### config.mk
export PLATFORM = sky130hd
export DESIGN_NAME = rsq_ctrl
export DESIGN_NICKNAME = d
export VERILOG_FILES = /design/src/rtl/rsq_pkg.sv /design/src/rtl/rsq_sync.sv /design/src/rtl/rsq_cnt.sv /design/src/rtl/rsq_ctrl.sv
export SDC_FILE = /design/constraint.sdc
export NUM_CORES = 1
export LEC_CHECK = 0
export BUFFER_PORTS_ARGS = -buffer_cell sky130_fd_sc_hd__buf_4
export CORE_MARGIN = 8
export CORE_UTILIZATION = 30
export DETAILED_ROUTE_END_ITERATION = 10
export PLACE_DENSITY = 0.43
export SYNTH_ARGS = -nofsm -noshare
export SYNTH_HDL_FRONTEND = slang
export SYNTH_HIERARCHICAL = 1
export SYNTH_SLANG_ARGS = --single-unit
### constraint.sdc
create_clock -name clk -period 5 [get_ports clk]
set_input_delay 0.5 -clock clk [delete_from_list [all_inputs] [get_ports clk]]
set_output_delay 0.5 -clock clk [all_outputs]
set_load 0.01 [all_outputs]
### src/rtl/rsq_pkg.sv
package rsq_pkg;

   typedef enum logic [2:0] {
      S_HOLD = 3'd0,
      S_PWRT = 3'd1,
      S_OST  = 3'd2,
      S_BOR  = 3'd3,
      S_RUN  = 3'd4
   } rsq_state_e;

   typedef enum logic [1:0] {
      C_NONE = 2'b00,
      C_POR  = 2'b01,
      C_BOR  = 2'b10,
      C_WAKE = 2'b11
   } rsq_cause_e;

   localparam logic [1:0] OSC_NON_XTAL = 2'b11;

endpackage

### src/rtl/rsq_sync.sv
module rsq_sync #(
   parameter int unsigned STAGES = 2,
   parameter int unsigned W      = 1
) (
   input  logic         clk,
   input  logic         arst_n,
   input  logic [W-1:0] d,
   output logic [W-1:0] q
);
   if (STAGES < 2) begin : g_bad_stages
      $error("rsq_sync: STAGES must be at least 2");
   end

   logic [W-1:0] pipe [STAGES];

   for (genvar i = 0; i < STAGES; i++) begin : g_stage
      if (i == 0) begin : g_first
         always_ff @(posedge clk or negedge arst_n)
            if (!arst_n) pipe[i] <= '0;
            else         pipe[i] <= d;
      end else begin : g_next
         always_ff @(posedge clk or negedge arst_n)
            if (!arst_n) pipe[i] <= '0;
            else         pipe[i] <= pipe[i-1];
      end
   end

   assign q = pipe[STAGES-1];
endmodule

### src/rtl/rsq_cnt.sv
module rsq_cnt #(
   parameter int unsigned LIMIT = 4
) (
   input  logic clk,
   input  logic arst_n,
   input  logic clr,
   input  logic en,
   output logic last
);
   if (LIMIT < 1) begin : g_bad_limit
      $error("rsq_cnt: LIMIT must be at least 1");
   end

   localparam int unsigned W = (LIMIT > 1) ? $clog2(LIMIT) : 1;
   localparam logic [W-1:0] TOP = W'(LIMIT - 1);

   logic [W-1:0] cnt_q;

   assign last = en && (cnt_q == TOP);

   always_ff @(posedge clk or negedge arst_n)
      if (!arst_n)    cnt_q <= '0;
      else if (clr)   cnt_q <= '0;
      else if (last)  cnt_q <= '0;
      else if (en)    cnt_q <= cnt_q + 1'b1;
endmodule

### src/rtl/rsq_ctrl.sv
module rsq_ctrl
   import rsq_pkg::*;
#(
   parameter int unsigned PWRT_TICKS  = 72,
   parameter int unsigned OST_CYC     = 1024,
   parameter int unsigned BO_QUAL_CYC = 16,
   parameter int unsigned SYNC_STAGES = 2
) (
   input  logic       clk,
   input  logic       arst_n,
   input  logic       rc_tick,
   input  logic       por_req,
   input  logic       low_supply,
   input  logic       pwrup_en,
   input  logic       brown_en,
   input  logic [1:0] osc_mode,
   input  logic       wake_req,
   output logic       chip_rst,
   output logic [1:0] rst_cause
);
   if (PWRT_TICKS < 1 || OST_CYC < 1 || BO_QUAL_CYC < 1) begin : g_bad_delays
      $error("rsq_ctrl: every delay must be at least one unit");
   end

   rsq_state_e st_q, st_d;
   rsq_cause_e cause_q, cause_d;

   logic por_s, low_s;
   logic [1:0] sync_q;

   rsq_sync #(.STAGES(SYNC_STAGES), .W(2)) u_sync (
      .clk    (clk),
      .arst_n (arst_n),
      .d      ({por_req, low_supply}),
      .q      (sync_q)
   );
   assign por_s = sync_q[1];
   assign low_s = sync_q[0];

   logic xtal;
   assign xtal = (osc_mode != OSC_NON_XTAL);

   logic pw_last, os_last, bo_last, bo_en, bo_trip;

   rsq_cnt #(.LIMIT(PWRT_TICKS)) u_pwrt_cnt (
      .clk (clk), .arst_n (arst_n),
      .clr (st_q != S_PWRT), .en (rc_tick), .last (pw_last)
   );

   rsq_cnt #(.LIMIT(OST_CYC)) u_ost_cnt (
      .clk (clk), .arst_n (arst_n),
      .clr (st_q != S_OST), .en (1'b1), .last (os_last)
   );

   assign bo_en = low_s && brown_en;

   rsq_cnt #(.LIMIT(BO_QUAL_CYC)) u_bo_cnt (
      .clk (clk), .arst_n (arst_n),
      .clr (!bo_en), .en (bo_en), .last (bo_last)
   );

   assign bo_trip = bo_last && ((st_q == S_OST) || (st_q == S_RUN));

   always_comb begin
      st_d    = st_q;
      cause_d = cause_q;
      unique case (st_q)
         S_HOLD: st_d = pwrup_en ? S_PWRT : (xtal ? S_OST : S_RUN);
         S_PWRT: begin
            if (brown_en && low_s) begin
               st_d    = S_BOR;
               cause_d = C_BOR;
            end else if (pw_last) begin
               st_d = (xtal && cause_q != C_BOR) ? S_OST : S_RUN;
            end
         end
         S_OST:  if (os_last) st_d = S_RUN;
         S_BOR:  if (!low_s) st_d = S_PWRT;
         S_RUN: begin
            if (wake_req && xtal) begin
               st_d    = S_OST;
               cause_d = C_WAKE;
            end
         end
         default: st_d = S_HOLD;
      endcase
      if (bo_trip) begin
         st_d    = S_BOR;
         cause_d = C_BOR;
      end
      if (por_s) begin
         st_d    = S_HOLD;
         cause_d = C_POR;
      end
   end

   always_ff @(posedge clk or negedge arst_n)
      if (!arst_n) begin
         st_q    <= S_HOLD;
         cause_q <= C_POR;
      end else begin
         st_q    <= st_d;
         cause_q <= cause_d;
      end

   assign chip_rst  = (st_q != S_RUN);
   assign rst_cause = cause_q;
endmodule

=== Word level (Yosys, flattened, before mapping) ===
Cells that the tools add are included.

* Bits in latches: 0
* Logic and storage cells: 62
* Bits in read-only memories: 0
* Memories: 0
* Bits in writable memories: 0
* Bits in registers: 30

* Eq/ne operators: 17
* Add/sub/neg operators: 3
* Shift-type cells: 0
* $mul: 0
* Reductions and logical operators: 12
* Bitwise logic cells: 0
* Mux-type cells: 23
* $lt $le $gt $ge: 0
* Divide/modulo/power cells: 0

{| class="wikitable"
|+ Operators with widths
! operator !! count
|-
| $mux 3 || 10
|-
| $mux 7 || 3
|-
| $mux 10 || 2
|-
| $pmux 3 s5 || 1
|-
| $add 10x1->10 const B || 1
|-
| $eq 10x10->1 const B || 1
|-
| $mux 2 || 4
|-
| $mux 4 || 2
|-
| $ne 4x2->1 const B || 2
|-
| $ne 4x3->1 const B || 2
|-
| $add 7x1->7 const B || 1
|-
| $eq 7x7->1 const B || 1
|-
| $eq 3x2->1 const B || 2
|-
| $logic_and 1x1->1 || 6
|-
| $ne 5x3->1 const B || 1
|-
| $add 4x1->4 const B || 1
|-
| $eq 4x4->1 const B || 1
|-
| $ne 2x2->1 const B || 2
|-
| $pmux 2 s2 || 1
|-
| $reduce_and 4->1 || 1
|-
| $reduce_bool 4->1 || 1
|-
| $eq 3x1->1 const B || 1
|-
| $eq 3x3->1 const B || 1
|-
| $logic_not 3->1 || 1
|-
| 6 further kinds || 6
|}

=== Logic depth before layout (Yosys ltp) ===
* Word-level depth: 8
* Gate-level depth with buffers: 10

=== Cells and area by module ===
The synthesis kept the hierarchy.

{| class="wikitable"
|+ By module, submodules not included
! module !! seq. area each (sq um) !! area an instance (sq um) !! cells an instance !! times used
|-
| rsq_cnt (u_ost_cnt) || 250.2 || 599.3 || 59 || 1
|-
| rsq_ctrl || 126.4 || 499.2 || 62 || 1
|-
| rsq_cnt (u_pwrt_cnt) || 175.2 || 385.4 || 37 || 1
|-
| rsq_cnt (u_bo_cnt) || 100.1 || 205.2 || 22 || 1
|-
| rsq_sync || 100.1 || 115.1 || 6 || 1
|}

=== Worst setup path after synthesis ===
OpenSTA, ideal clock, no wires.

* Path type: input-to-reg
* From: input port brown_en
* To: register st_q[1]
* Arrival: 1.763 ns
* Path slack: 3.134 ns
* Cell stages on the path: 9
* Setup time: 0.104 ns
* Required time: 4.896 ns
* Path through: nand2_1 -> inv_1 -> nand2_2 -> nor2_1 -> clkbuf_2 -> nand4bb_1 -> and2_4 -> o211a_1 -> o41ai_2

* Cells in the longest elaborated chain, start to end: 5
* Elaborated cells between the ends (all ways): 12
* Classes of those cells: eq/ne: 4; mux: 4; reduce/logical: 4

{| class="wikitable"
|+ RTL lines
! what !! line !! text
|-
| start, declared || rsq_ctrl.sv:15 || <nowiki>input logic brown_en,</nowiki>
|-
| $logic_and 1x1->1 (*) || rsq_ctrl.sv:55 || <nowiki>assign bo_en = low_s && brown_en;</nowiki>
|-
| net bo_en || rsq_ctrl.sv:43 || <nowiki>logic pw_last, os_last, bo_last, bo_en, bo_trip;</nowiki>
|-
| $logic_and 1x1->1 (*) || rsq_cnt.sv:19 || <nowiki>assign last = en && (cnt_q == TOP);</nowiki>
|-
| net bo_last || rsq_ctrl.sv:43 ||
|-
| $logic_and 1x1->1 (*) || rsq_ctrl.sv:62 || <nowiki>assign bo_trip = bo_last && ((st_q == S_OST) || (st_q == S_RUN));</nowiki>
|-
| $ne 5x3->1 (no line), or another cell as far along || - ||
|-
| $reduce_and 4->1 (no line) or $mux 3 (tied branches) || - ||
|-
| end signal, assigned || rsq_ctrl.sv:102 || <nowiki>st_q <= st_d;</nowiki>
|-
| end, declared || rsq_ctrl.sv:25 || <nowiki>rsq_state_e st_q, st_d;</nowiki>
|}

Mark *: on every way through the listed nets, which the timed path passes. The rest lies on a longest branch.
A chain may end at the register's enable or synchronous reset.

=== Final worst setup path ===
* From: register u_sync.pipe, in the netlist u_sync/q[0]
* To: register st_q[1]

* Cells in the longest elaborated chain, start to end: 5
* Elaborated cells between the ends (all ways): 12
* Classes of those cells: eq/ne: 4; mux: 4; reduce/logical: 4

{| class="wikitable"
|+ RTL lines
! what !! line !! text
|-
| start, declared || rsq_sync.sv:14 || <nowiki>logic [W-1:0] pipe [STAGES];</nowiki>
|-
| start signal, assigned by index || rsq_sync.sv:24 || <nowiki>else pipe[i] <= pipe[i-1];</nowiki>
|-
| $logic_and 1x1->1 (*) || rsq_ctrl.sv:55 ||
|-
| net bo_en || rsq_ctrl.sv:43 ||
|-
| $logic_and 1x1->1 (*) || rsq_cnt.sv:19 ||
|-
| net bo_last || rsq_ctrl.sv:43 ||
|-
| $logic_and 1x1->1 (*) || rsq_ctrl.sv:62 ||
|-
| $ne 5x3->1 (no line), or another cell as far along || - ||
|-
| $reduce_and 4->1 (no line) or $mux 3 (tied branches) || - ||
|}

Marks and branches as above.

==> impl_results.md <==
- Yosys top cell by area: sky130_fd_sc_hd__dfrtp_1
- Non-filler instance count after layout: 272
- P_leak: 0.787 nW
- First drt pass iteration count: 4
- Rel. slew slack: 54.7%
- Layout Utilization: 34.5%
- TritonCTS clock tree: built
- GRT Overall Usage: 9.19%
- Finish-stage setup viols: 0
- Arrival time at the worst endpoint: about 2.5 ns
- Buffers inserted during post-CTS setup optimization: 0
- Post-Syn Area: 0.00180 mm2
- Worst hold slack: 0.150 ns
- Top post-synthesis cells by area: sky130_fd_sc_hd__dfrtp_1, sky130_fd_sc_hd__nor2_1, sky130_fd_sc_hd__xor2_1
- Top-area cell type share of the netlist area: 40.2%
- Number of nets still failing antenna checks after routing: 0
- Crit Path Max Fanout: 9
- Primary FF master, synth: sky130_fd_sc_hd__dfrtp_1
- Sum Neg Setup Slack: 0 ns
- Net count, final: about 210
- I/O Buffers: 12
- Max H-tree Level: 2
- Largest net degree at the start of global routing: 31
- Status: finished clean
- Antenna violations before repair: 0
- Library cell with the highest instance count after synthesis: sky130_fd_sc_hd__dfrtp_1
- Maximum clock skew at final layout: 0.00475 ns
- Clock transition at path regs: 0.06 ns
- Total overflow reported by the global router: 0
- Setup repair after global routing missed its margin: false
- Resized cells post-CTS: 0
- Die Width: 93.6 um
- Max Slew Vio Count: 0
- Routed vias/inst: 5.18
- Design Area, Final: just over 0.002 mm2
- Placer Congestion: 0.824
- Proportion of register bits with asynchronous set or reset after synthesis: 100%
- Count of clock tree sinks: 30
- Kind of critical path: flop to flop
- Achievable Freq: 0.431 GHz
- Synth warn: 6
- Number of instances in the synthesized netlist: 186
- Launching element type of the critical path: flop
- Routed wire per std cell: 14.2 um
- Cell variety after synth: 58
- Critical path's top delay family: simple AND/OR/NAND/NOR gates
- Shortest clock period the worst path allows after layout: 2.32 ns
- Synthesized Nets: ~200
- Clk_lat worst skew: 0.27 ns
- CTS Buffer Depth: 2
- Die height: 93.6 um
- DRC viols: 0
- Path class of the lowest-slack min-delay path: input port to asynchronous set/reset pin
- Library cell contributing the largest single delay on the critical path: sky130_fd_sc_hd__nor2_1
- Die area: just under 0.009 mm2
- Cell at the root of the clock tree: sky130_fd_sc_hd__clkbuf_8
- Total wire length after detailed routing: 3850 um
- Vias in the first global route: 1,368
- IO Count: 13
- Post-synthesis average cell area: 9.70 um2
- CP max stage delay: 0.46 ns
- Number of synthesized flops with an enable pin: 0
- Largest vdd supply drop: 0.125 mV
- Via count: 1,410
- Drt initial violations: 74
- Final hold violation count: 0
- Transition at the pin with the smallest max-transition slack: just under 0.7 ns
- Area inside the core boundary: 0.00585 mm2
- Crit end category: flop
- Number of logic stages on the critical path including buffering: 8
- Global-route wire length before repair: 6400 um
- Final worst-path cycle share: 46.4%
- Number of buffer and inverter stages on the critical path: 1
- Number of core rows: 28
- Clock buffers created by TritonCTS: 5
- Flops & latches, synth: 30
- Post-DP Area: 0.00192 mm2
- Post-detailed-placement half-perimeter wirelength: 2790 um
- Fraction of final layout cells with drive strength greater than 1: 18.8%
- Max-cap violations: 0
- Number of hold buffers added after CTS: 0
- Top cell types by occurrence after synthesis: sky130_fd_sc_hd__dfrtp_1, sky130_fd_sc_hd__nor2_1, sky130_fd_sc_hd__nand2_1
- Antenna diode count: 0
- Total instance count after detailed placement: 264
- Pwr dens: between 300 and 400 mW/mm2
- Cells along the critical path: nand2_1 > inv_1 > nand2_2 > nor2_1 > nand4bb_1 > and2_4 > o211a_1 > o41ai_2
- Initial core utilization: 30.8%
- Depth of the worst register-to-register path: 8
- Synthesis-to-layout area growth: 11.7%
- Share of synthesized area occupied by flip-flops and latches: 41.7%
- Register-to-register setup slack: around 2.7 ns
- Worst endpoint required time: 5.17 ns
==> final cells by class <==
class / instances / area (um2)
clock buffer: 7 / 86.3
clock inverter: 1 / 5.00
fill: 591 / 3830
inverter: 7 / 26.3
multi-input combinational: 140 / 962
sequential: 30 / 752
tap: 75 / 93.8
timing repair buffer: 12 / 90.1
==> worst register-to-register path, cell delays in order, from the launching register on <==
cell,delay (ns)
sky130_fd_sc_hd__dfrtp_1,0.43
sky130_fd_sc_hd__nand2_1,0.18
sky130_fd_sc_hd__inv_1,0.26
sky130_fd_sc_hd__nand2_2,0.10
sky130_fd_sc_hd__nor2_1,0.46
sky130_fd_sc_hd__nand4bb_1,0.20
sky130_fd_sc_hd__and2_4,0.20
sky130_fd_sc_hd__o211a_1,0.11
sky130_fd_sc_hd__o41ai_2,0.29
==> cell families after synthesis <==
family	Yosys count	share of synthesized area (%)
muxes	3	1.73
buffers and inverters	16	4.99
AOI/OAI and AO/OA	43	18.5
and+or+nand+nor	83	27.4
other	1	0.208
xor gates and xnor gates	7	3.40
DFF	30	41.7
adders and majority gates	3	2.08
==> flip-flops by register name, summed over array words and instances, names as in the netlist <==
register          count
u_sync/pipe           2
st_q                  3
u_bo_cnt/cnt_q        4
u_ost_cnt/cnt_q      10
u_sync/q              2
rst_cause             2
u_pwrt_cnt/cnt_q      7
==> stage by stage <==
| stage | worst slack [ns] | total power [W] |
|---|---|---|
| 2_1_floorplan | 3.13 | 0.000473 |
| 3_3_place_gp | 2.76 | 0.000521 |
| 3_5_place_dp | 2.59 | 0.000521 |
| 4_1_cts | 2.70 | 0.000723 |
| 5_1_grt | 2.45 | 0.000763 |
| 6_report | 2.68 | 0.000711 |
==> power by group <==
group	total, W	switching [W]	internal, W
combinational	0.000209	0.000111	0.0000977
sequential	0.000308	0.0000402	0.000267
clock	0.000195	0.0000843	0.000111
total	0.000711	0.000236	0.000476
==> worst paths after layout <==
path                           startpoint             end
max reg2reg                   u_sync/q[0]         st_q[1]
max                           u_sync/q[0]         st_q[1]
min reg2reg                u_sync/pipe[3]     u_sync/q[1]
min                                arst_n  u_sync/pipe[2]
min in group clk                  por_req  u_sync/pipe[3]
max in group asynchronous          arst_n    rst_cause[0]
==> placed cells by master, fill, tap and decap left out, types with 2 or more instances in the layout <==
cell type	synthesis	routed
sky130_fd_sc_hd__or3b_1	2	2
sky130_fd_sc_hd__nand4_1	4	4
sky130_fd_sc_hd__buf_4	3	12
sky130_fd_sc_hd__ha_1	3	3
sky130_fd_sc_hd__clkbuf_8	0	6
sky130_fd_sc_hd__mux2i_1	2	2
sky130_fd_sc_hd__nand2_1	13	13
sky130_fd_sc_hd__xor2_1	7	7
sky130_fd_sc_hd__o21ai_0	8	8
sky130_fd_sc_hd__a21oi_1	12	12
sky130_fd_sc_hd__nand2b_1	3	3
sky130_fd_sc_hd__nor2b_1	4	4
sky130_fd_sc_hd__nand3b_1	5	5
sky130_fd_sc_hd__or3_1	4	4
sky130_fd_sc_hd__nor3_1	7	7
sky130_fd_sc_hd__nor2_1	20	20
sky130_fd_sc_hd__a211oi_1	2	2
sky130_fd_sc_hd__dfrtp_1	29	29
sky130_fd_sc_hd__o211ai_1	3	3
sky130_fd_sc_hd__inv_1	7	7
sky130_fd_sc_hd__nand3_1	7	7
sky130_fd_sc_hd__o22ai_1	2	2
==> metal layers <==
metal,wire (um),GRT usage (%),vias to the layer above
met3,244,3.21,11
met4,103,5.15,0
li1,-,-,693
met1,1720,11.3,678
met2,1780,13.7,28
met5,0,0,-
(Power assumes the default switching activity.)
